==> src/rtl/nbr_xchg_pkg.sv <==
package nbr_xchg_pkg;
    localparam int unsigned NBR_SEL_W = 2;
    localparam int unsigned NBR_COUNT = 1 << NBR_SEL_W;
    localparam logic        DIR_WRITE = 1'b1;
    localparam logic        DIR_READ  = 1'b0;
endpackage

==> src/rtl/nbr_xchg_arb.sv <==
module nbr_xchg_arb #(
    parameter int unsigned NP = 2,
    parameter int unsigned NN = 4,
    parameter int unsigned SW = 2,
    localparam int unsigned PW = (NP > 1) ? $clog2(NP) : 1
) (
    input  logic [NP-1:0]    vld,
    input  logic [NP-1:0]    wr,
    input  logic [NP*SW-1:0] sel,
    input  logic [NN-1:0]    tx_full,
    input  logic [NN-1:0]    tx_take,
    input  logic [NN-1:0]    rx_full,
    output logic [NP-1:0]    stall,
    output logic [NP-1:0]    rd_ok,
    output logic [NN-1:0]    wr_en,
    output logic [NN*PW-1:0] wr_port,
    output logic [NN-1:0]    rd_take
);
    import nbr_xchg_pkg::*;

    // Lower port index is visited first, so it wins every same-link clash.
    always_comb begin
        logic [NN-1:0] wtaken;
        logic [NN-1:0] rtaken;
        int            n;
        wtaken  = '0;
        rtaken  = '0;
        stall   = '0;
        rd_ok   = '0;
        wr_port = '0;
        for (int p = 0; p < int'(NP); p++) begin
            n = int'(sel[p*SW +: SW]);
            if (vld[p]) begin
                if (wr[p] == DIR_WRITE) begin
                    if (wtaken[n] || (tx_full[n] && !tx_take[n])) begin
                        stall[p] = 1'b1;
                    end else begin
                        wtaken[n]           = 1'b1;
                        wr_port[n*PW +: PW] = PW'(p);
                    end
                end else begin
                    if (rtaken[n] || !rx_full[n]) begin
                        stall[p] = 1'b1;
                    end else begin
                        rtaken[n] = 1'b1;
                        rd_ok[p]  = 1'b1;
                    end
                end
            end
        end
        wr_en   = wtaken;
        rd_take = rtaken;
    end
endmodule

==> src/rtl/nbr_xchg_link.sv <==
module nbr_xchg_link #(
    parameter int unsigned DW = 32
) (
    input  logic          clk,
    input  logic          rst_n,
    input  logic          wr_en,
    input  logic [DW-1:0] wr_data,
    input  logic          take,
    output logic          full,
    output logic [DW-1:0] data
);
    typedef struct packed {
        logic          full;
        logic [DW-1:0] data;
    } slot_t;

    slot_t slot_d, slot_q;

    always_comb begin
        slot_d = slot_q;
        if (wr_en) begin
            slot_d.full = 1'b1;
            slot_d.data = wr_data;
        end else if (take) begin
            slot_d.full = 1'b0;
        end
    end

    always_ff @(posedge clk or negedge rst_n) begin
        if (!rst_n) begin
            slot_q <= '0;
        end else begin
            slot_q <= slot_d;
        end
    end

    assign full = slot_q.full;
    assign data = slot_q.data;
endmodule

==> src/rtl/nbr_xchg.sv <==
module nbr_xchg #(
    parameter int unsigned DW = 32,
    parameter int unsigned NP = 2,
    localparam int unsigned SW = nbr_xchg_pkg::NBR_SEL_W,
    localparam int unsigned NN = nbr_xchg_pkg::NBR_COUNT
) (
    input  logic             clk,
    input  logic             rst_n,
    input  logic [NP-1:0]    req_vld,
    input  logic [NP-1:0]    req_wr,
    input  logic [NP*SW-1:0] req_sel,
    input  logic [NP*DW-1:0] req_wdata,
    output logic [NP*DW-1:0] rsp_rdata,
    output logic [NP-1:0]    stall,
    output logic [NN*DW-1:0] tx_data,
    output logic [NN-1:0]    tx_full,
    input  logic [NN-1:0]    tx_take,
    input  logic [NN*DW-1:0] rx_data,
    input  logic [NN-1:0]    rx_full,
    output logic [NN-1:0]    rx_take
);
    localparam int unsigned PW = (NP > 1) ? $clog2(NP) : 1;

    logic [NP-1:0]    rd_ok;
    logic [NN-1:0]    wr_en;
    logic [NN*PW-1:0] wr_port;

    nbr_xchg_arb #(.NP(NP), .NN(NN), .SW(SW)) u_arb (
        .vld     (req_vld),
        .wr      (req_wr),
        .sel     (req_sel),
        .tx_full (tx_full),
        .tx_take (tx_take),
        .rx_full (rx_full),
        .stall   (stall),
        .rd_ok   (rd_ok),
        .wr_en   (wr_en),
        .wr_port (wr_port),
        .rd_take (rx_take)
    );

    for (genvar n = 0; n < int'(NN); n++) begin : g_link
        logic [DW-1:0] link_wdata;
        always_comb begin
            link_wdata = req_wdata[int'(wr_port[n*PW +: PW])*DW +: DW];
        end
        nbr_xchg_link #(.DW(DW)) u_link (
            .clk     (clk),
            .rst_n   (rst_n),
            .wr_en   (wr_en[n]),
            .wr_data (link_wdata),
            .take    (tx_take[n]),
            .full    (tx_full[n]),
            .data    (tx_data[n*DW +: DW])
        );
    end

    for (genvar p = 0; p < int'(NP); p++) begin : g_rd
        always_comb begin
            rsp_rdata[p*DW +: DW] = rd_ok[p] ? rx_data[int'(req_sel[p*SW +: SW])*DW +: DW] : '0;
        end
    end
endmodule

==> config.mk <==
export PLATFORM = sky130hd
export DESIGN_NAME = nbr_xchg
export DESIGN_NICKNAME = d
export VERILOG_FILES = /design/src/rtl/nbr_xchg_pkg.sv /design/src/rtl/nbr_xchg_arb.sv /design/src/rtl/nbr_xchg_link.sv /design/src/rtl/nbr_xchg.sv
export SDC_FILE = /design/constraint.sdc
export NUM_CORES = 1
export LEC_CHECK = 0
export BUFFER_PORTS_ARGS = -buffer_cell sky130_fd_sc_hd__buf_4
export CAP_MARGIN = 20
export CORE_AREA = 2 2 162 164
export DETAILED_ROUTE_END_ITERATION = 10
export DIE_AREA = 0 0 164 166
export PLACE_DENSITY = 0.74
export RECOVER_POWER = 100
export SYNTH_ARGS = -nofsm -noshare
export SYNTH_HDL_FRONTEND = slang
export SYNTH_SLANG_ARGS = --single-unit
export TNS_END_PERCENT = 20
==> constraint.sdc <==
create_clock -name clk -period 2.8 [get_ports clk]
set_input_delay 0.28 -clock clk [delete_from_list [all_inputs] [get_ports clk]]
set_output_delay 0.28 -clock clk [all_outputs]
set_load 0.02 [all_outputs]
**Yosys cells after proc, flatten, opt, wreduce, memory -nomap -nowiden**

Index checks and enable logic that the tools add are counted.

- Add/subtract/negate cells: 2
- $lt $le $gt $ge: 4
- Shifts and indexed selects: 10
- Multiplexer cells: 65
- Bitwise operators: 3
- Reduce and logical (&&, ||, !) cells: 16

Operators with widths:

| cell | number |
|---|---|
| indexed part select 128 x 8 -> 32 bit | 2 |
| indexed part select 64 x 7 -> 32 bit | 4 |
| 2-to-1 mux 4 bit | 18 |
| negator 2 -> 34 bit | 2 |
| variable shift 1 x 34 -> 4 bit, first input constant | 2 |
| indexed part select 1 x 34 -> 4 bit, first input constant | 2 |
| 2-to-1 mux 32 bit | 2 |
| 2-to-1 mux 1 bit | 33 |
| binary-select mux 1 bit (select 2 bit) | 9 |
| OR 4 bit | 2 |
| nonzero test 2 bit | 4 |
| < comparator 2 x 3 -> 1 bit, second input constant | 2 |
| bitwise AND 4 bit | 1 |
| bitwise mux 4 bit | 1 |
| demux 1 bit (select 2 bit) | 2 |
| greater-or-equal comparator 2 x 1 -> 1 bit, second input constant | 2 |
| logical AND 1 bit | 4 |
| logical NOT 1 bit | 4 |
| logical OR 1 bit | 4 |

- Bits in registers: 132
- Bits of input ports: 210
- Logic and storage cells: 108

**Longest topological paths before layout**

Gate-level depths: netlist of the first run.

- Depth after elaboration: 15
- Depth in mapped cells: 7
- Depth with buffers taken out: 4

**Hierarchy**

From an unflattened synthesis of the first run, not the netlist that was laid out.

- Cells, all modules: 710
- Area total of the unflattened synthesis: 9516.6 um2

By module, submodules not included:

| module | times used | cells an instance | area an instance (um2) |
|---|---|---|---|
| nbr_xchg_link | 4 | 71 | 1377.6 |
| nbr_xchg | 1 | 366 | 3601.0 |
| nbr_xchg_arb | 1 | 60 | 405.4 |

**Least setup slack after synthesis of the first run**

Ideal clock, no wire load.

- Path kind: input to output
- Start point: input req_sel[0]
- End point: output rx_take[0]
- Arrival time: 2041 ps
- Data required time: 2520 ps
- Setup slack: 479 ps
- Cell stages on the path: 6
- Path buffers: 2
- Cell sequence: buf_2 mux2_2 a2bb2oi_2 o211ai_2 clkbuf_1 o31ai_1

- Word-level cells in the longest chain between the ends: 13
- Elaborated cells on any way between the ends: 21
- Those cells by class: order compare (2); mux (14); bitwise (1); reduce/logical (4)

Ends and longest elaborated chain:

| item | line | RTL |
|---|---|---|
| from (decl) | nbr_xchg.sv:11 | `input logic [NP*SW-1:0] req_sel,` |
| < comparator 2 x 3 -> 1 bit (not written as such) (tied with other cells) | nbr_xchg_arb.sv:45 | `rtaken[n] = 1'b1;` |
| logical AND 1 bit (not written as such) or 2-to-1 mux 1 bit (tied branches) | nbr_xchg_arb.sv:45, nbr_xchg_arb.sv:42 |  |
| 2-to-1 mux 1 bit (not written as such) or logical NOT 1 bit (tied branches) | nbr_xchg_arb.sv:45, nbr_xchg_arb.sv:42 |  |
| demux 1 bit (select 2 bit) or logical OR 1 bit (tied branches) | - |  |
| 2-to-1 mux 4 bit (*) | nbr_xchg_arb.sv:42 | `if (rtaken[n] \|\| !rx_full[n]) begin` |
| 2-to-1 mux 4 bit (*) | nbr_xchg_arb.sv:34 | `if (wr[p] == DIR_WRITE) begin` |
| 2-to-1 mux 4 bit (*) | nbr_xchg_arb.sv:33 | `if (vld[p]) begin` |
| binary-select mux 1 bit (select 2 bit) | nbr_xchg_arb.sv:42 |  |
| 2-to-1 mux 1 bit (not written as such) | nbr_xchg_arb.sv:42 |  |
| logical OR 1 bit | nbr_xchg_arb.sv:42 |  |
| 2-to-1 mux 4 bit | nbr_xchg_arb.sv:42 |  |
| 2-to-1 mux 4 bit | nbr_xchg_arb.sv:34 |  |
| 2-to-1 mux 4 bit (*) | nbr_xchg_arb.sv:33 |  |
| to (decl) | nbr_xchg.sv:20 | `output logic [NN-1:0] rx_take` |

Mark *: on every way between the ends. The rest lies on a longest branch, timed or not. The select of a mux whose other input is x is not followed.

**Worst setup path in the final report of the first run**

- Start point: input req_sel[0]
- End point: output stall[1]

- Word-level cells in the longest chain between the ends: 14
- Elaborated cells on any way between the ends: 34
- Those cells by class: order compare (2); mux (24); reduce/logical (8)

Ends and longest elaborated chain:

| item | line | RTL |
|---|---|---|
| branches (longest 12 deep; another with < comparator 2 x 3 -> 1 bit) | - |  |
| 2-to-1 mux 1 bit (*) | nbr_xchg_arb.sv:34 |  |
| 2-to-1 mux 1 bit (*) | nbr_xchg_arb.sv:33 |  |
| to (decl) | nbr_xchg.sv:14 | `output logic [NP-1:0] stall,` |

Every way passes the cells marked *. The select of a mux whose other input is x is not followed.

==> impl_results.md, run 1 <==
* DR iter-0 viols at 340
* Leakage at just under 5 nW
* Ys Warns at 0
* Fin. Hold Viols at 0
* Worst vdd ir at between 0.0004 and 0.0005 V
* Die area at about 0.027 mm2
* Mux contribution to synthesized area at 49.76%
* Core Area at 0.02562 mm2
* Layout cell share with drive strength beyond 1 at 44.28%
* Design area at approximately 0.012 mm2
* Status: complete, no violations
* Final Max Tran Viols at 0
* First-pass GRT wire length at 45520 um
* Total of max-cap violations at 0
* Largest net degree at the start of global routing at between 60 and 70
* Overflow left after global routing at 0
* Pint at about 4.9 mW
* DR pass1 iterations at 4
* RSZ-0062 raised after global routing: no
* Synth Cell Area at approximately 0.0089 mm2
* Combinational share of power at a little under two fifths
* H-tree depth at 4
* Final setup fails at 0
* CP top delay family: buffers and inverters
* Tmin final at approximately 2.6 ns
* Hold Startpoint: req_wdata[57]
* Seq/Total Area, Yosys at 37.06%
* Critical Path Source: req_sel[0]
* Vias in the first global route at between 7000 and 8000
* Drt wl/cell at about 22 um
* Synth Area in Compound Gates at 1.741%
* Cts bufs inserted at 17
* Number of synthesized register bits at about 130
* Crit path arrival time at 2.27 ns
* Slowest CP cell: clkbuf_2
* Crit path largest cell delay at approximately 0.61 ns
* Placed inst area at 0.01236 mm2
* Root Buffer: clkbuf_16
* Dpl hpwl at 22250 um
* Die Ht at roughly 170 um
* CP Cell Sequence: buf_4, mux2_1, a2bb2oi_4, clkbuf_2, o21ai_0, o311a_1, clkbuf_2
* FMAX at ~390 MHz
* Initial antenna violation count at 7
* Critical Path RT at roughly 2.5 ns
* Die Span X at between 150 and 200 um
* Sw frac at about a third
* Setup Skew at 0.008852 ns
* Startpoint Class: primary input
* Post-synthesis cell count at between 600 and 700
* Flop pwr share at approximately a third
* Gp weighted congestion at around 0.88
* Hold WC Path Type: primary input to flip-flop
* Synthesized area per cell at about 14 um2
* RR Startpoint: g_link[2].u_link.full$_DFFE_PN0P_
* Worst-path clk slew at 0.06 ns
* Fin worst setup slack at about 0.25 ns
* Clock Latency Late Sink at roughly 0.42 ns
* Netlist cell types at 35
* Vias/cell at slightly above 5
* TritonCTS clock tree: yes
* Mapped Nets at 843
* DRC viols at 0
* Largest family of logic cells by synthesized area: multiplexers
* CTS sink count at about 130
* Switching power of the nets at about 2.7 mW
* Final period util at roughly 91%
* CP dominant cell by count: clkbuf_2
* Final WL at about 30000 um
* Worst path bufs/invs at 3
* Clock power frac at 27.8%
* Clk buf depth at 2
* Final ANT Viol Nets at 0
* Nature of the critical path endpoint: output port
* Pre-CTS WS at approximately 0.25 ns
* Post-Synth Adder-Cell Area at 0%
* Synthesis-to-layout area growth at 35.57%
* Power density over the cells at about 630 mW/mm2
* I/O Pins at ~410
* Hold slack at 0.09512 ns
* Layout net count at between 1000 and 1500
* Critical path peak fanout at 33
* Critical path class: primary input to output port
* Setup total negative slack at 0 ns
* Starting density of the core at 34.80%
* Worst slew pin tran at approximately 1.0 ns
* Simple-gate share of the synthesized area at around 7.4%
* Xor-xnor portion of the synthesized cell area at less than 1%
* GRT Util Overall at a little over a fifth
* Vias at just over 7000
* Row cnt at 59
* Max-slew headroom at between 30 and 40%
* I/O Buffers at 411
## final timing paths
path	end	slack [ns]	cells after the start
setup / recovery	stall[1]	0.25	7
setup reg to reg	g_link[0].u_link.data[0]$_DFFE_PN0P_	0.28	5
hold / removal	g_link[1].u_link.data[25]$_DFFE_PN0P_	0.1	2
max in group asynchronous	g_link[2].u_link.data[8]$_DFFE_PN0P_	0.68	3
min in group asynchronous	g_link[1].u_link.data[22]$_DFFE_PN0P_	0.58	2
hold reg to reg	g_link[0].u_link.data[6]$_DFFE_PN0P_	0.61	2
## per-layer routing
layer  up-vias  global-route usage, %  wire [um]
met1      3565                  24.23      11210
met5         -                      0          0
met2       298                  39.53      15660
met3        60                  5.544       2181
met4         0                  9.458       1087
li1       3186                      -          -
## cell usage in the layout, fill, tap and decap left out, types with 2 or more instances in the layout
| cell type | count |
|---|---|
| nor2b_1 | 70 |
| mux2_2 | 125 |
| clkbuf_2 | 5 |
| nand2_1 | 7 |
| o311a_1 | 2 |
| nor3_1 | 3 |
| dfrtp_1 | 132 |
| o21ai_0 | 6 |
| nor4b_4 | 2 |
| nor2_1 | 7 |
| clkbuf_1 | 199 |
| clkbuf_16 | 17 |
| clkbuf_8 | 2 |
| mux4_2 | 68 |
| nand2b_1 | 3 |
| clkinvlp_4 | 3 |
| nand3b_1 | 4 |
| buf_12 | 4 |
| buf_4 | 219 |
| clkbuf_4 | 5 |
| xnor2_1 | 2 |
| clkinv_2 | 4 |
| mux2_1 | 132 |
| diode_2 | 7 |
## synthesized netlist by cell type, drive strengths merged
| library cell | number | area (um2) |
|---|---|---|
| a21oi | 1 | 5.000 |
| a2bb2oi | 1 | 15.01 |
| a32oi | 1 | 8.760 |
| and2 | 1 | 6.260 |
| buf | 38 | 280.3 |
| clkbuf | 15 | 56.30 |
| dfrtp | 132 | 3303 |
| inv | 1 | 3.750 |
| mux2 | 257 | 2894 |
| mux2i | 1 | 10.01 |
| mux4 | 68 | 1531 |
| nand2 | 7 | 26.28 |
| nand2b | 3 | 18.77 |
| nand3 | 2 | 15.01 |
| nand3b | 4 | 30.03 |
| nand4 | 1 | 6.260 |
| nand4b | 1 | 8.760 |
| nor2 | 7 | 26.28 |
| nor2b | 70 | 437.9 |
| nor3 | 4 | 25.02 |
| nor3b | 1 | 7.510 |
| nor4 | 1 | 6.260 |
| nor4b | 2 | 47.55 |
| o211ai | 1 | 12.51 |
| o21ai | 7 | 80.07 |
| o22ai | 1 | 6.260 |
| o311a | 2 | 20.02 |
| o31ai | 1 | 7.510 |
| xnor2 | 2 | 17.52 |
## power by group through the flow
stage | Sequential [mW] | Combinational, mW | Clock (mW)
floorplan | 3.29 | 1.19 | 0
global placement | 2.68 | 3.23 | 0
detailed placement | 2.70 | 3.28 | 0
CTS | 2.68 | 3.30 | 2.14
global route | 2.72 | 3.00 | 2.23
finish | 2.66 | 2.80 | 2.10
## sequential cells by signal (all words and copies together) (netlist names)
signal	cells
g_link.u_link.data	128
g_link.u_link.full	4
## kinds of logic (layout without fill, tap and decap cells)
kind of cell / after synthesis / in the layout
simple gates: 104 / 104
mux: 326 / 326
xor+xnor: 2 / 2
flops: 132 / 132
buf+inv: 54 / 462
compound gates: 15 / 15
other cells: 0 / 7
## cell type report
class,count,area (um2)
fillers,2428,13530
multi-input cells,447,5263
flip-flops and latches,132,3303
repair buffers,430,2532
clock buffers,22,464.2
well taps,335,419.2
clock inverters,9,81.33
diodes,7,17.52
inverters,1,3.754
## repair_timing
item                                   in CTS  in global routing
resized for setup                           0                  0
hold buffers                                1                  0
setup buffers                               0                  0
endpoints found under the hold margin      39                  0
## metrics by stage
| step | power, mW | util (%) | instances |
|---|---|---|---|
| 4_1_cts | 8.119 | 50.40 | 1376 |
| 6_report | 7.562 | 47.17 | 1383 |
| 3_3_place_gp | 5.914 | 48.23 | 1344 |
| 3_5_place_dp | 5.989 | 48.23 | 1344 |
| 2_1_floorplan | 4.479 | - | 633 |
| 5_1_grt | 7.952 | 47.17 | 1383 |
Power figures use the tool's default switching activity.
==> run 2, diff against run 1 <==
--- a/config.mk
+++ b/config.mk
@@ -8,6 +8,7 @@
 export BUFFER_PORTS_ARGS = -buffer_cell sky130_fd_sc_hd__buf_4
 export CAP_MARGIN = 20
 export CORE_AREA = 2 2 162 164
+export CTS_BUF_LIST = sky130_fd_sc_hd__clkbuf_8
 export DETAILED_ROUTE_END_ITERATION = 10
 export DIE_AREA = 0 0 164 166
 export PLACE_DENSITY = 0.74
@@ -15,4 +16,3 @@
 export SYNTH_ARGS = -nofsm -noshare
 export SYNTH_HDL_FRONTEND = slang
 export SYNTH_SLANG_ARGS = --single-unit
-export TNS_END_PERCENT = 20
==> run 2 against run 1 <==
Compared with the run above: die area did not move; setup slack got worse by 0.0085 ns; maximum frequency fell by 0.33%; largest power group unchanged; non-clock buffer count did not move; clock-buffer cell count fell by 3; cell count did not move.
==> impl_results.md, run 2 (synthesis gave the netlist of run 1 again) <==
* Tmin final at 2.562 ns (+0.008519 ns)
* Leakage at 4.881 nW (-1.5%)
* Startpoint Class: primary input
* GRT Util Overall at 21.81% (-0.13 points)
* R2r worst-path depth at 5 (unchanged)
* Fin. Hold Viols at 0 (unchanged)
* Final ANT Viol Nets at 0 (unchanged)
* Final Core Density at 46.43% (-0.75 points)
* Row cnt at 59 (unchanged)
* Post-CTS sizing at 0 (unchanged)
* Clock Latency Late Sink at 0.44 ns (+0.02 ns)
* Synthesis-to-layout area growth at 33.42%
* Cts bufs inserted at 17 (unchanged)
* Post-CTS setup buffer count at 0 (unchanged)
* Drt wl/cell at 21.73 um (-0.28%)
* Root Buffer: clkbuf_8
* Critical Path RT at 2.52 ns (about the same)
* Die Span X at 164 um (unchanged)
* DR pass1 iterations at 4 (unchanged)
* Dpl hpwl at 22250 um (unchanged)
* Gp weighted congestion at 0.8780 (unchanged)
* Die area at 0.02722 mm2 (unchanged)
* Worst slew pin tran at 1.047 ns (-0.002223 ns)
* Core Area at 0.02562 mm2 (unchanged)
* Worst vdd ir at 0.0004100 V (-13%)
* Max reg flops at 128 (unchanged)
* Final Max Tran Viols at 0 (unchanged)
* Layout net count at 1239 (unchanged)
* Die Ht at 166 um (unchanged)
* Status: complete, no violations
* RSZ-0062 raised after global routing: no
* Vias in the first global route at 7709 (+0.17%)
* I/O Pins at 412 (unchanged)
* Final period util at 91.50% (+0.30 points)
* Commonest non-fill, non-tap cell in the layout: buf_4
* First-pass GRT wire length at 45250 um (-0.59%)
* Fillcell total at 2440 (+0.49%)
* Starting density of the core at 34.80% (unchanged)
* Power density over the cells at 583.7 mW/mm2 (-6.7%)
* Total of max-cap violations at 0 (unchanged)
* Critical path peak fanout at 36 (+9.1%)
* Worst-path clk slew at 0.09 ns (+0.03 ns)
* Nature of the critical path endpoint: output port
* Critical path class: primary input to output port
* Final setup fails at 0 (unchanged)
* I/O Buffers at 411 (unchanged)
* Hold WC Path Type: primary input to flip-flop
* Layout cell share with drive strength beyond 1 at 44.28% (unchanged)
* H-tree depth at 4 (unchanged)
* Largest net degree at the start of global routing at 64 (unchanged)
* Crit path arrival time at 2.28 ns (about the same)
* DRC viols at 0 (unchanged)
* Hold Path Depth at 2 (unchanged)
* Setup total negative slack at 0 ns (unchanged)
* FMAX at 390.3 MHz (-0.33%)
* CTS sink count at 132 (unchanged)
* Initial antenna violation count at 7 (unchanged)
* Max-slew headroom at 30.22% (+0.15 points)
* Vias/cell at 5.152 (+0.23%)
* Overflow left after global routing at 0 (unchanged)
* Most frequent cells in the layout: 219 x buf_4, 196 x clkbuf_1, 132 x mux2_1, 132 x dfrtp_1, 125 x mux2_2
* Final WL at 30060 um (-0.28%)
* Clk buf depth at 2 (unchanged)
* DR iter-0 viols at 348 (+2.4%)
* Setup Skew at 0.01407 ns (+0.005214 ns)
* TritonCTS clock tree: yes
* Vias at 7125 (+0.23%)
## run 2: final timing paths
kind,from,end,slack [ns]
max in group asynchronous,rst_n,g_link[3].u_link.data[8]$_DFFE_PN0P_,0.71
worst max-delay path,req_sel[1],rx_take[3],0.24
worst min-delay path,req_wdata[57],g_link[1].u_link.data[25]$_DFFE_PN0P_,0.06
worst max register to register,g_link[2].u_link.full$_DFFE_PN0P_,g_link[0].u_link.data[0]$_DFFE_PN0P_,0.28
worst min register to register,g_link[0].u_link.data[6]$_DFFE_PN0P_,g_link[0].u_link.data[6]$_DFFE_PN0P_,0.61
min in group asynchronous,rst_n,g_link[1].u_link.data[27]$_DFFE_PN0P_,0.55
## run 2: cell type report
class                      instances  area, um2  area share, %
antenna                            7      17.52         0.1473
clock buffer                      19      261.5          2.199
clock inverter                    12      92.59         0.7785
inverter                           1      3.754        0.03156
multi-input combinational        447       5263          44.25
sequential                       132       3303          27.77
tap                              335      419.2          3.524
timing repair buffer             430       2532          21.29
## run 2: critical path, cell delays in order
cell       delay [ns]
buf_4            0.17
nor3b_1          0.46
a2bb2oi_4        0.12
o211ai_4         0.81
o21ai_0          0.22
clkbuf_2         0.20
## run 2: stage by stage
stage          hold slack [ns]  power (mW)  cells  setup slack [ns]  area (um2)
2_1_floorplan         -0.01559       4.479    633            0.4786        8914
3_3_place_gp            0.3081       5.914   1344            0.3634       12360
3_5_place_dp            0.3113       5.989   1344            0.2456       12360
4_1_cts                0.02404       7.509   1376            0.1281       12720
5_1_grt                0.04181       7.337   1383           0.08252       11890
6_report               0.05804       6.942   1383            0.2380       11890
## run 2: routing by layer
layer	global-route usage, %	share of wire (%)	wire (um)
met1	23.85	37	11000
met2	39.33	53	15810
met5	0	0	0
met3	5.145	7.3	2188
met4	10.41	3.5	1059
## run 2: what timing repair did
action	CTS	global route
endpoints found under the setup margin	0	0
hold buffers	1	0
hold endpoints to repair	39	0
## run 2: power breakdown
group	total, mW	switching [mW]	internal [mW]
registers	2.65	0.249	2.40
logic	2.80	1.56	1.24
clock network	1.49	0.764	0.728
total	6.94	2.57	4.37
==> run 3, diff against run 2 <==
==> constraint.sdc (replaced) <==
create_clock -name clk -period 2.65 [get_ports clk]
set_input_delay 0.265 -clock clk [delete_from_list [all_inputs] [get_ports clk]]
set_output_delay 0.265 -clock clk [all_outputs]
set_load 0.02 [all_outputs]
==> run 3 against run 2 <==
Compared with the run above: worst hold slack lost 0.012 ns; sequential power grew 7%; clock skew fell by 0.0033 ns.
==> impl_results.md, run 3 (synthesis gave the netlist of run 1 again) <==
* Status: complete, no violations
* Die Ht at 166 um (unchanged)
* Nature of the critical path endpoint: output port
* Leakage at 4.944 nW (+1.3%)
* Final Max Tran Viols at 0 (unchanged)
* Startpoint Class: flip-flop
* Die Span X at 164 um (unchanged)
* Hold WC Path Type: primary input to flip-flop
* Critical path class: flip-flop to output port
* Crit path largest cell delay at 0.55 ns (-0.26 ns)
* Drt wl/cell at 21.71 um (about the same)
* DRC viols at 0 (unchanged)
* DR pass1 iterations at 4 (unchanged)
* Worst path bufs/invs at 1 (-1)
* GRT Util Overall at 21.93% (+0.12 points)
* Overflow left after global routing at 0 (unchanged)
* Setup Skew at 0.01074 ns (-0.003323 ns)
* Final Core Density at 46.96% (+0.54 points)
* Fin. Hold Viols at 0 (unchanged)
* CP Cell Sequence: nor2b_2, mux4_2, nor2_1, o311a_1, clkbuf_1
* Total of max-cap violations at 0 (unchanged)
* Clock Latency Late Sink at 0.45 ns (about the same)
* Starting density of the core at 34.80% (unchanged)
* Total Power at 7.694 mW (+11%)
* Initial antenna violation count at 8 (+1)
* Hold slack at 0.04600 ns (-0.01204 ns)
* Cts bufs inserted at 17 (unchanged)
* Row cnt at 59 (unchanged)
* Fin cells at 1384 (+0.072%)
* Commonest non-fill, non-tap cell in the layout: buf_4
* DP Cell Count at 1343 (-0.074%)
* Most frequent cells in the layout: 215 x buf_4, 191 x clkbuf_1, 132 x mux2_1, 132 x dfrtp_1, 125 x mux2_2
* Pre-CTS WS at 0.4648 ns (+0.2192 ns)
* Clk buf depth at 2 (unchanged)
* Post-CTS setup buffer count at 0 (unchanged)
* Vias in the first global route at 7923 (+2.8%)
* Slowest CP cell: mux4_2
* Fillcell total at 2477 (+1.5%)
* Design area at 0.01203 mm2 (+1.2%)
* Critical path peak fanout at 6 (-83%)
* Fin worst setup slack at 0.2136 ns (-0.02435 ns)
* First-pass GRT wire length at 45680 um (+0.96%)
* DR iter-0 viols at 371 (+6.6%)
* Core Area at 0.02562 mm2 (unchanged)
* Largest net degree at the start of global routing at 59 (-7.8%)
* FMAX at 410.4 MHz
* Gp weighted congestion at 0.8804 (+0.27%)
* Worst-path clk slew at 0.09 ns (about the same)
* Placed inst area at 0.01239 mm2 (+0.24%)
* Die area at 0.02722 mm2 (unchanged)
* I/O Buffers at 411 (unchanged)
* Worst vdd ir at 0.0004557 V (+11%)
* Critical Path RT at 2.38 ns (-0.14 ns)
* Final WL at 30050 um (about the same)
* Layout net count at 1238 (-0.081%)
* RSZ-0062 raised after global routing: no
* CP top delay family: multiplexers
* I/O Pins at 412 (unchanged)
* Final period util at about nine tenths
* Crit path arrival time at 2.17 ns (-0.11 ns)
* Setup total negative slack at 0 ns (unchanged)
* Register Area at 0.003303 mm2 (unchanged)
* Layout cell share with drive strength beyond 1 at 45.00% (+0.72 points)
* Dpl hpwl at 22890 um (+2.9%)
* Power density over the cells at 639.5 mW/mm2 (+9.6%)
* Worst slew pin tran at 1.430 ns (+0.3836 ns)
* Max-slew headroom at 4.646% (-26 points)
* TritonCTS clock tree: yes
* CTS sink count at 132 (unchanged)
* Final ANT Viol Nets at 0 (unchanged)
* Synthesis-to-layout area growth at 34.97%
* Tmin final at 2.436 ns
* H-tree depth at 4 (unchanged)
* Final setup fails at 0 (unchanged)
* Vias/cell at 5.176 (+0.47%)
* Max reg flops at 128 (unchanged)
* Root Buffer: clkbuf_8
* Area of the multi-input gates at 0.005245 mm2 (-0.33%)
* Vias at 7164 (+0.55%)
## run 3: changes by cell type in the layout (fill, tap and decap cells not counted), sizes merged
cell,previous run,this run
buf,223,224
bufinv,1,4
clkinv,5,3
clkinvlp,3,2
diode,7,9
inv,4,2
## run 3: path summary, 6_finish.rpt
path / from / to / slack [ns] / cells past startpoint
worst max-delay path: g_link[3].u_link.full$_DFFE_PN0P_ / stall[1] / 0.21 / 5
max in group asynchronous: rst_n / g_link[2].u_link.data[0]$_DFFE_PN0P_ / 0.72 / 3
worst min-delay path: req_wdata[35] / g_link[0].u_link.data[3]$_DFFE_PN0P_ / 0.05 / 2
worst max register to register: g_link[3].u_link.full$_DFFE_PN0P_ / g_link[3].u_link.data[20]$_DFFE_PN0P_ / 0.28 / 5
min in group asynchronous: rst_n / g_link[3].u_link.data[22]$_DFFE_PN0P_ / 0.70 / 2
worst min register to register: g_link[0].u_link.data[6]$_DFFE_PN0P_ / g_link[0].u_link.data[6]$_DFFE_PN0P_ / 0.60 / 2
## run 3: layout make-up
type	instances	share of cell area, %
Antenna cell	9	0.1872
Inverter	1	0.03120
Clock buffer	21	2.402
Timing Repair Buffer	429	21.56
Multi-Input combinational cell	447	43.60
Clock inverter	10	1.279
Tap cell	335	3.484
Sequential cell	132	27.46
## run 3: timing repair
action	CTS	global route
hold buffers	1	0
endpoints found under the setup margin	0	1
resized for setup	0	3
endpoints found under the hold margin	53	0
## run 3: power breakdown
part | internal, mW | leakage, nW | switching [mW]
combinational | 1.32 | 3.15 | 1.63
clock | 1.11 | 0.225 | 0.801
sequential | 2.54 | 1.57 | 0.290
## run 3: layer usage
metal  global-route usage [%]  vias up  share of wire [%]
met5                        0        -                  0
li1                         -     3195                  -
met3                    6.119       60                7.9
met1                    22.98     3589                 35
met2                    40.43      320                 53
met4                    9.573        0                4.2
